File: config.mk
export PLATFORM = sky130hd
export DESIGN_NAME = hsync_aligner
export DESIGN_NICKNAME = d
export VERILOG_FILES = /design/src/rtl/hsa_pkg.sv /design/src/rtl/hsa_sync.sv /design/src/rtl/hsa_timebase.sv /design/src/rtl/hsa_lock.sv /design/src/rtl/hsync_aligner.sv
export SDC_FILE = /design/constraint.sdc
export NUM_CORES = 1
export LEC_CHECK = 0
export BUFFER_PORTS_ARGS = -buffer_cell sky130_fd_sc_hd__buf_2
export CORE_MARGIN = 2
export CORE_UTILIZATION = 45
export CTS_CLUSTER_DIAMETER = 100
export DETAILED_ROUTE_END_ITERATION = 7
export PLACE_DENSITY = 0.74
export SLEW_MARGIN = 25
export SYNTH_ARGS = -nofsm -noshare
export SYNTH_HDL_FRONTEND = slang
export SYNTH_SLANG_ARGS = --single-unit
export TNS_END_PERCENT = 10
File: constraint.sdc
create_clock -name clk -period 2.3 [get_ports clk]
set_input_delay 0.46 -clock clk [delete_from_list [all_inputs] [get_ports clk]]
set_output_delay 0.46 -clock clk [all_outputs]
set_load 0.05 [all_outputs]
File: src/rtl/hsa_pkg.sv
package hsa_pkg;

   // Minimum flops in the sync synchronizer
   localparam int MIN_SYNC_STAGES = 2;

   // Outcome of the once-per-line sync sample
   typedef enum logic {
      VERDICT_EARLY = 1'b0,
      VERDICT_LATE  = 1'b1
   } verdict_e;

endpackage

File: src/rtl/hsa_sync.sv
module hsa_sync #(
   parameter int STAGES = 2
) (
   input  logic clk,
   input  logic rst_n,
   input  logic din,
   output logic dout
);
   logic [STAGES-1:0] chain;

   generate
      if (STAGES < hsa_pkg::MIN_SYNC_STAGES) begin : g_bad_stages
         $error("hsa_sync: STAGES below minimum");
      end
   endgenerate

   // Idle level of an active-low sync is high
   always_ff @(posedge clk or negedge rst_n) begin
      if (!rst_n) chain <= '1;
      else        chain <= {chain[STAGES-2:0], din};
   end

   assign dout = chain[STAGES-1];
endmodule

File: src/rtl/hsa_timebase.sv
module hsa_timebase #(
   parameter int INSTR_DIV = 4,
   parameter int LINE_LEN  = 910,
   parameter int SAMPLE_AT = 904,
   localparam int PW = (INSTR_DIV > 1) ? $clog2(INSTR_DIV) : 1,
   localparam int LW = $clog2(LINE_LEN)
) (
   input  logic          clk,
   input  logic          rst_n,
   input  logic          en,
   output logic [PW-1:0] phase,
   output logic [LW-1:0] line_cnt,
   output logic          instr_stb,
   output logic          line_stb,
   output logic          sample_hit
);
   localparam logic [PW-1:0] PH_LAST   = PW'(INSTR_DIV - 1);
   localparam logic [LW-1:0] LINE_LAST = LW'(LINE_LEN - 1);
   localparam logic [LW-1:0] SMP_POS   = LW'(SAMPLE_AT);

   logic [PW-1:0] phase_nxt;

   generate
      if (INSTR_DIV < 2) begin : g_bad_div
         $error("hsa_timebase: INSTR_DIV must be at least 2");
      end
      if ((INSTR_DIV & (INSTR_DIV - 1)) == 0) begin : g_pow2
         // natural binary wrap
         assign phase_nxt = phase + 1'b1;
      end else begin : g_modn
         assign phase_nxt = (phase == PH_LAST) ? '0 : phase + 1'b1;
      end
   endgenerate

   always_ff @(posedge clk or negedge rst_n) begin
      if (!rst_n) begin
         phase    <= '0;
         line_cnt <= '0;
      end else if (en) begin
         phase    <= phase_nxt;
         line_cnt <= (line_cnt == LINE_LAST) ? '0 : line_cnt + 1'b1;
      end
   end

   assign instr_stb  = en && (phase == PH_LAST);
   assign line_stb   = en && (line_cnt == LINE_LAST);
   assign sample_hit = en && (line_cnt == SMP_POS);
endmodule

File: src/rtl/hsa_lock.sv
module hsa_lock #(
   parameter int LOCK_LINES   = 8,
   parameter int UNLOCK_LINES = 4
) (
   input  logic              clk,
   input  logic              rst_n,
   input  logic              decide,
   input  hsa_pkg::verdict_e verdict,
   output logic              locked
);
   import hsa_pkg::*;

   localparam int GW = $clog2(LOCK_LINES + 1);
   localparam int UW = $clog2(UNLOCK_LINES + 1);
   localparam logic [GW-1:0] G_TOP = GW'(LOCK_LINES);
   localparam logic [UW-1:0] U_TOP = UW'(UNLOCK_LINES);

   generate
      if (LOCK_LINES < 1 || UNLOCK_LINES < 1) begin : g_bad_counts
         $error("hsa_lock: line counts must be positive");
      end
   endgenerate

   logic          prev_late;
   logic [GW-1:0] good_run, good_nxt;
   logic [UW-1:0] corr_run, corr_nxt;
   logic          late, back_to_back;

   assign late         = (verdict == VERDICT_LATE);
   assign back_to_back = late && prev_late;

   always_comb begin
      if (back_to_back)        good_nxt = '0;
      else if (good_run == G_TOP) good_nxt = good_run;
      else                     good_nxt = good_run + 1'b1;

      if (!late)               corr_nxt = '0;
      else if (corr_run == U_TOP) corr_nxt = corr_run;
      else                     corr_nxt = corr_run + 1'b1;
   end

   always_ff @(posedge clk or negedge rst_n) begin
      if (!rst_n) begin
         prev_late <= 1'b0;
         good_run  <= '0;
         corr_run  <= '0;
         locked    <= 1'b0;
      end else if (decide) begin
         prev_late <= late;
         good_run  <= good_nxt;
         corr_run  <= corr_nxt;
         if (late && corr_nxt == U_TOP)
            locked <= 1'b0;
         else if (!back_to_back && good_nxt == G_TOP)
            locked <= 1'b1;
      end
   end
endmodule

File: src/rtl/hsync_aligner.sv
module hsync_aligner #(
   parameter int INSTR_DIV    = 4,
   parameter int LINE_LEN     = 910,
   parameter int SAMPLE_LEAD  = 8,
   parameter int SYNC_STAGES  = 2,
   parameter int LOCK_LINES   = 8,
   parameter int UNLOCK_LINES = 4
) (
   input  logic clk,
   input  logic rst_n,
   input  logic hsync_n,
   output logic clk_en,
   output logic instr_stb,
   output logic line_stb,
   output logic locked
);
   import hsa_pkg::*;

   // Expected edge sits at count 0; the synchronizer delays what is seen
   localparam int SAMPLE_AT  = LINE_LEN - SAMPLE_LEAD + SYNC_STAGES;
   localparam int SWALLOW_AT = SAMPLE_AT + 1;
   localparam int PW = (INSTR_DIV > 1) ? $clog2(INSTR_DIV) : 1;
   localparam int LW = $clog2(LINE_LEN);

   generate
      if (SAMPLE_LEAD <= SYNC_STAGES + 1 || SAMPLE_LEAD >= LINE_LEN) begin : g_bad_lead
         $error("hsync_aligner: SAMPLE_LEAD out of range");
      end
   endgenerate

   logic          sync_s;
   logic          en_q;
   logic          sample_hit;
   logic [PW-1:0] phase;
   logic [LW-1:0] line_cnt;
   verdict_e      verdict;

   hsa_sync #(.STAGES(SYNC_STAGES)) u_sync (
      .clk  (clk),
      .rst_n(rst_n),
      .din  (hsync_n),
      .dout (sync_s)
   );

   hsa_timebase #(
      .INSTR_DIV(INSTR_DIV),
      .LINE_LEN (LINE_LEN),
      .SAMPLE_AT(SAMPLE_AT)
   ) u_tb (
      .clk       (clk),
      .rst_n     (rst_n),
      .en        (en_q),
      .phase     (phase),
      .line_cnt  (line_cnt),
      .instr_stb (instr_stb),
      .line_stb  (line_stb),
      .sample_hit(sample_hit)
   );

   assign verdict = sync_s ? VERDICT_EARLY : VERDICT_LATE;

   // Registered swallow decision: enable drops for the clock after the sample
   always_ff @(posedge clk or negedge rst_n) begin
      if (!rst_n) en_q <= 1'b1;
      else        en_q <= !(sample_hit && verdict == VERDICT_LATE);
   end

   hsa_lock #(
      .LOCK_LINES  (LOCK_LINES),
      .UNLOCK_LINES(UNLOCK_LINES)
   ) u_lock (
      .clk    (clk),
      .rst_n  (rst_n),
      .decide (sample_hit),
      .verdict(verdict),
      .locked (locked)
   );

   assign clk_en = en_q;
endmodule

==> metrics <==
outcome=complete, no violations; clock period minus final worst setup slack=2279 ps; commonest register cell after synthesis=sky130_fd_sc_hd__dfrtp_1; placed cell count=163; total routing resource utilization after global routing=0.1736; DRT Pass-1 Iters=4; Hold Buf Count CTS=0; die outline area=3260 um^2; combined flip-flop and latch cell area=roughly 600 um^2; cell seen most often among critical-path stages=sky130_fd_sc_hd__nor2_4; antenna violations before repair=0; non-filler instance count after layout=171; cell-by-cell trace of the critical path=or4b_4 -> nor2_4 -> nand3_2 -> nor2_4 -> buf_8; vias per cell=around 5.6; Post-route DRC=0; first-pass GRT wire length=4450 um; CP required=about 1800 ps; placer congestion estimate=0.8171; total setup violations reported at the end of the flow=0; via count of the first global-routing pass=963; Reg2Reg Setup Slack=220 ps; Core Util, Final=0.5323; die width=57.10 um; post-route antenna net violation count=0; Hold Path Class=input port to asynchronous set/reset pin; leakage power figure=~0.64 nW; worst reg2reg path depth=4; dpl ws=167.8 ps; maximum resistive drop on vdd=roughly 0.34 mV; cell row count=19; Slew HR=0.6626; count of buffer and inverter cells on the critical path=1; Mapped Nets=between 100 and 150; maximum number of pins on one net before global-route repair=25; cell area after synthesis=1269 um^2; iteration-0 DRC count of the detailed router=around 70; starting density of the core=0.4681; multi-input logic area=~640 um^2; CTS Sinks=24; EDFF count, synth=0; die span in y=57.10 um; Reg clk slew, reported paths=140 ps; cell family contributing the most delay on the critical path=simple AND/OR/NAND/NOR gates; share of the clock period used by the worst path=0.9910; power density over the cells=516.2 nW/um^2; area growth from synthesis to layout=13.71%; share of the yosys chip area belonging to registers=0.4763; cell count after synthesis=between 100 and 150; longest individual stage delay on the worst path=580 ps; Final WS setup=between 20 and 25 ps; synthesized flop and latch total=24; startpoint of the most critical register-to-register path=u_tb.line_cnt[6]$_DFFE_PN0P_; worst setup skew after layout=13.60 ps; filler cell count=around 240; cell chosen for the clock root=sky130_fd_sc_hd__clkbuf_4; IO Count=7; Layout Nets=152; Worst Setup End Kind=output port; H-tree Lvls=1; Netlist cell types=35; sum of negative setup slack=0 ps; per-cell routed wire length=13.92 um; Via Count=954; RSZ-0062 raised after global routing=yes; share of synthesized flip-flops with an asynchronous set or reset=1.000; Synth Warn #=0; startpoint kind of the worst setup timing path=register; WP depth=5; type of the worst setup path=register to output port; final wirelength=2380 um; max-slew violations=0; total power after layout=744.7 uW; leftover overflow at the end of global routing=0; detailed placement HPWL=1673 um; Fmax=0.4387 GHz; mean area per synthesized cell=roughly 9.9 um^2; critical path peak fanout=3; signal arrival time at the worst endpoint=about 1800 ps; endpoint of the worst-slack reg-to-reg timing path=u_lock.locked$_DFFE_PN0P_; worst slew pin tran=between 500 and 600 ps; # port buffers=6; slowest stage cell, crit path=sky130_fd_sc_hd__or4b_4; Fin. Hold Viols=0; Clock Tree Buf Depth=2; TritonCTS buffer count=3; CORE AREA=2710 um^2; fraction of final layout cells sized beyond drive strength 1=0.2000; Inserted Diodes=0; CTS tree=yes; source-to-sink clock delay at the later pin of the worst-skew pair=330 ps; max_cap viols=0
Yosys cell counts (2+ instances only):
cell	n	area (um^2)
sky130_fd_sc_hd__dfrtp_1	21	525.5
sky130_fd_sc_hd__nand2_1	16	60.06
sky130_fd_sc_hd__nor2_1	12	45.04
sky130_fd_sc_hd__nand3_1	10	50.05
sky130_fd_sc_hd__ha_1	8	100.1
sky130_fd_sc_hd__o21ai_0	8	40.04
sky130_fd_sc_hd__inv_1	7	26.28
sky130_fd_sc_hd__xor2_1	5	43.79
sky130_fd_sc_hd__clkbuf_1	3	11.26
sky130_fd_sc_hd__dfstp_2	3	78.83
sky130_fd_sc_hd__nand4_1	3	18.77
sky130_fd_sc_hd__nor3_1	3	15.01
sky130_fd_sc_hd__xnor2_1	3	26.28
sky130_fd_sc_hd__nand2b_1	2	12.51
sky130_fd_sc_hd__nor2b_1	2	12.51
sky130_fd_sc_hd__o41ai_1	2	17.52
sky130_fd_sc_hd__or4b_4	2	27.53
worst register-to-register path: stages, from the launching register on:
cell and delay (ps):
sky130_fd_sc_hd__dfrtp_1 410, sky130_fd_sc_hd__or4b_4 580, sky130_fd_sc_hd__or4b_4 620, sky130_fd_sc_hd__nor4_2 290
sky130_fd_sc_hd__o21a_1 130
power breakdown:
| group | leakage [nW] | internal, mW | switching, mW |
|---|---|---|---|
| registers | 0.316 | 0.425 | 0.00153 |
| clock network | 0.0279 | 0.176 | 0.132 |
| logic | 0.299 | 0.00145 | 0.00767 |
cells in the final DEF (no fill, tap or decap), types with 3 or more instances in the layout:
cell type,count
sky130_fd_sc_hd__ha_1,8
sky130_fd_sc_hd__nand3_1,9
sky130_fd_sc_hd__nor3_1,3
sky130_fd_sc_hd__nand4_1,3
sky130_fd_sc_hd__inv_1,7
sky130_fd_sc_hd__buf_2,5
sky130_fd_sc_hd__nor2_1,10
sky130_fd_sc_hd__nand2_1,16
sky130_fd_sc_hd__xnor2_1,3
sky130_fd_sc_hd__buf_4,6
sky130_fd_sc_hd__dfstp_2,3
sky130_fd_sc_hd__xor2_1,5
sky130_fd_sc_hd__dfrtp_1,21
sky130_fd_sc_hd__clkbuf_4,3
sky130_fd_sc_hd__o21ai_0,8
through the flow:
step / hold WS [ps] / instance area [um^2]
after floorplan: 164.4 / 1271
after global placement: 346.2 / 1333
after detailed placement: 351.2 / 1333
after CTS: 102.5 / 1431
after global routing: 93.27 / 1443
final: 79.78 / 1443
layout make-up:
type | count | area share
Clock buffer | 3 | 0.01561
Clock inverter | 1 | 0.02082
Inverter | 7 | 0.01821
Multi-Input combinational cell | 93 | 0.4406
Sequential cell | 24 | 0.4189
Tap cell | 31 | 0.02689
Timing Repair Buffer | 12 | 0.05898
flip-flops by register name, indices dropped and copies added (netlist names):
register,cells
u_tb.line_cnt,10
u_lock.good_run,4
u_lock.corr_run,3
u_sync.chain,2
u_tb.phase,2
clk_en,1
u_lock.locked,1
u_lock.prev_late,1
timing repair:
action                     4_1_cts  5_1_grt
buffers inserted                 3        1
setup endpoints to repair        1        1
pin swaps                        1        1
gates resized for setup          6        1
cells by family (layout without fill, tap and decap cells):
| family | Yosys count | in the layout | synth area share |
|---|---|---|---|
| AOI/OAI and AO/OA | 19 | 19 | 0.1036 |
| xor gates and xnor gates | 8 | 8 | 0.05523 |
| adders and majority gates | 8 | 8 | 0.07890 |
| buffers and inverters | 11 | 23 | 0.03846 |
| DFF | 24 | 24 | 0.4763 |
| muxes | 1 | 1 | 0.008875 |
| and+or+nand+nor | 57 | 57 | 0.2387 |
worst max-delay path by stage:
stage                                            start  endpoint  slack (ps)
final                     u_tb.line_cnt[6]$_DFFE_PN0P_  line_stb          20
after global routing      u_tb.line_cnt[4]$_DFFE_PN0P_  line_stb         -60
after CTS                 u_tb.line_cnt[6]$_DFFE_PN0P_  line_stb           5
after detailed placement  u_tb.line_cnt[6]$_DFFE_PN0P_  line_stb         170
after global placement    u_tb.line_cnt[6]$_DFFE_PN0P_  line_stb         200
after floorplan           u_tb.line_cnt[6]$_DFFE_PN0P_  line_stb         180
metal layers:
layer | track usage | share of wire | wire, um | vias to the layer above
met1 | 0.2422 | 0.44 | 1052 | 470
met4 | 0.06645 | 0.017 | 41 | 0
li1 | - | - | - | 465
met3 | 0.02041 | 0.031 | 74 | 5
met5 | 0 | 0 | 0 | -
met2 | 0.2791 | 0.51 | 1211 | 14
Power figures use the tool's default switching activity.
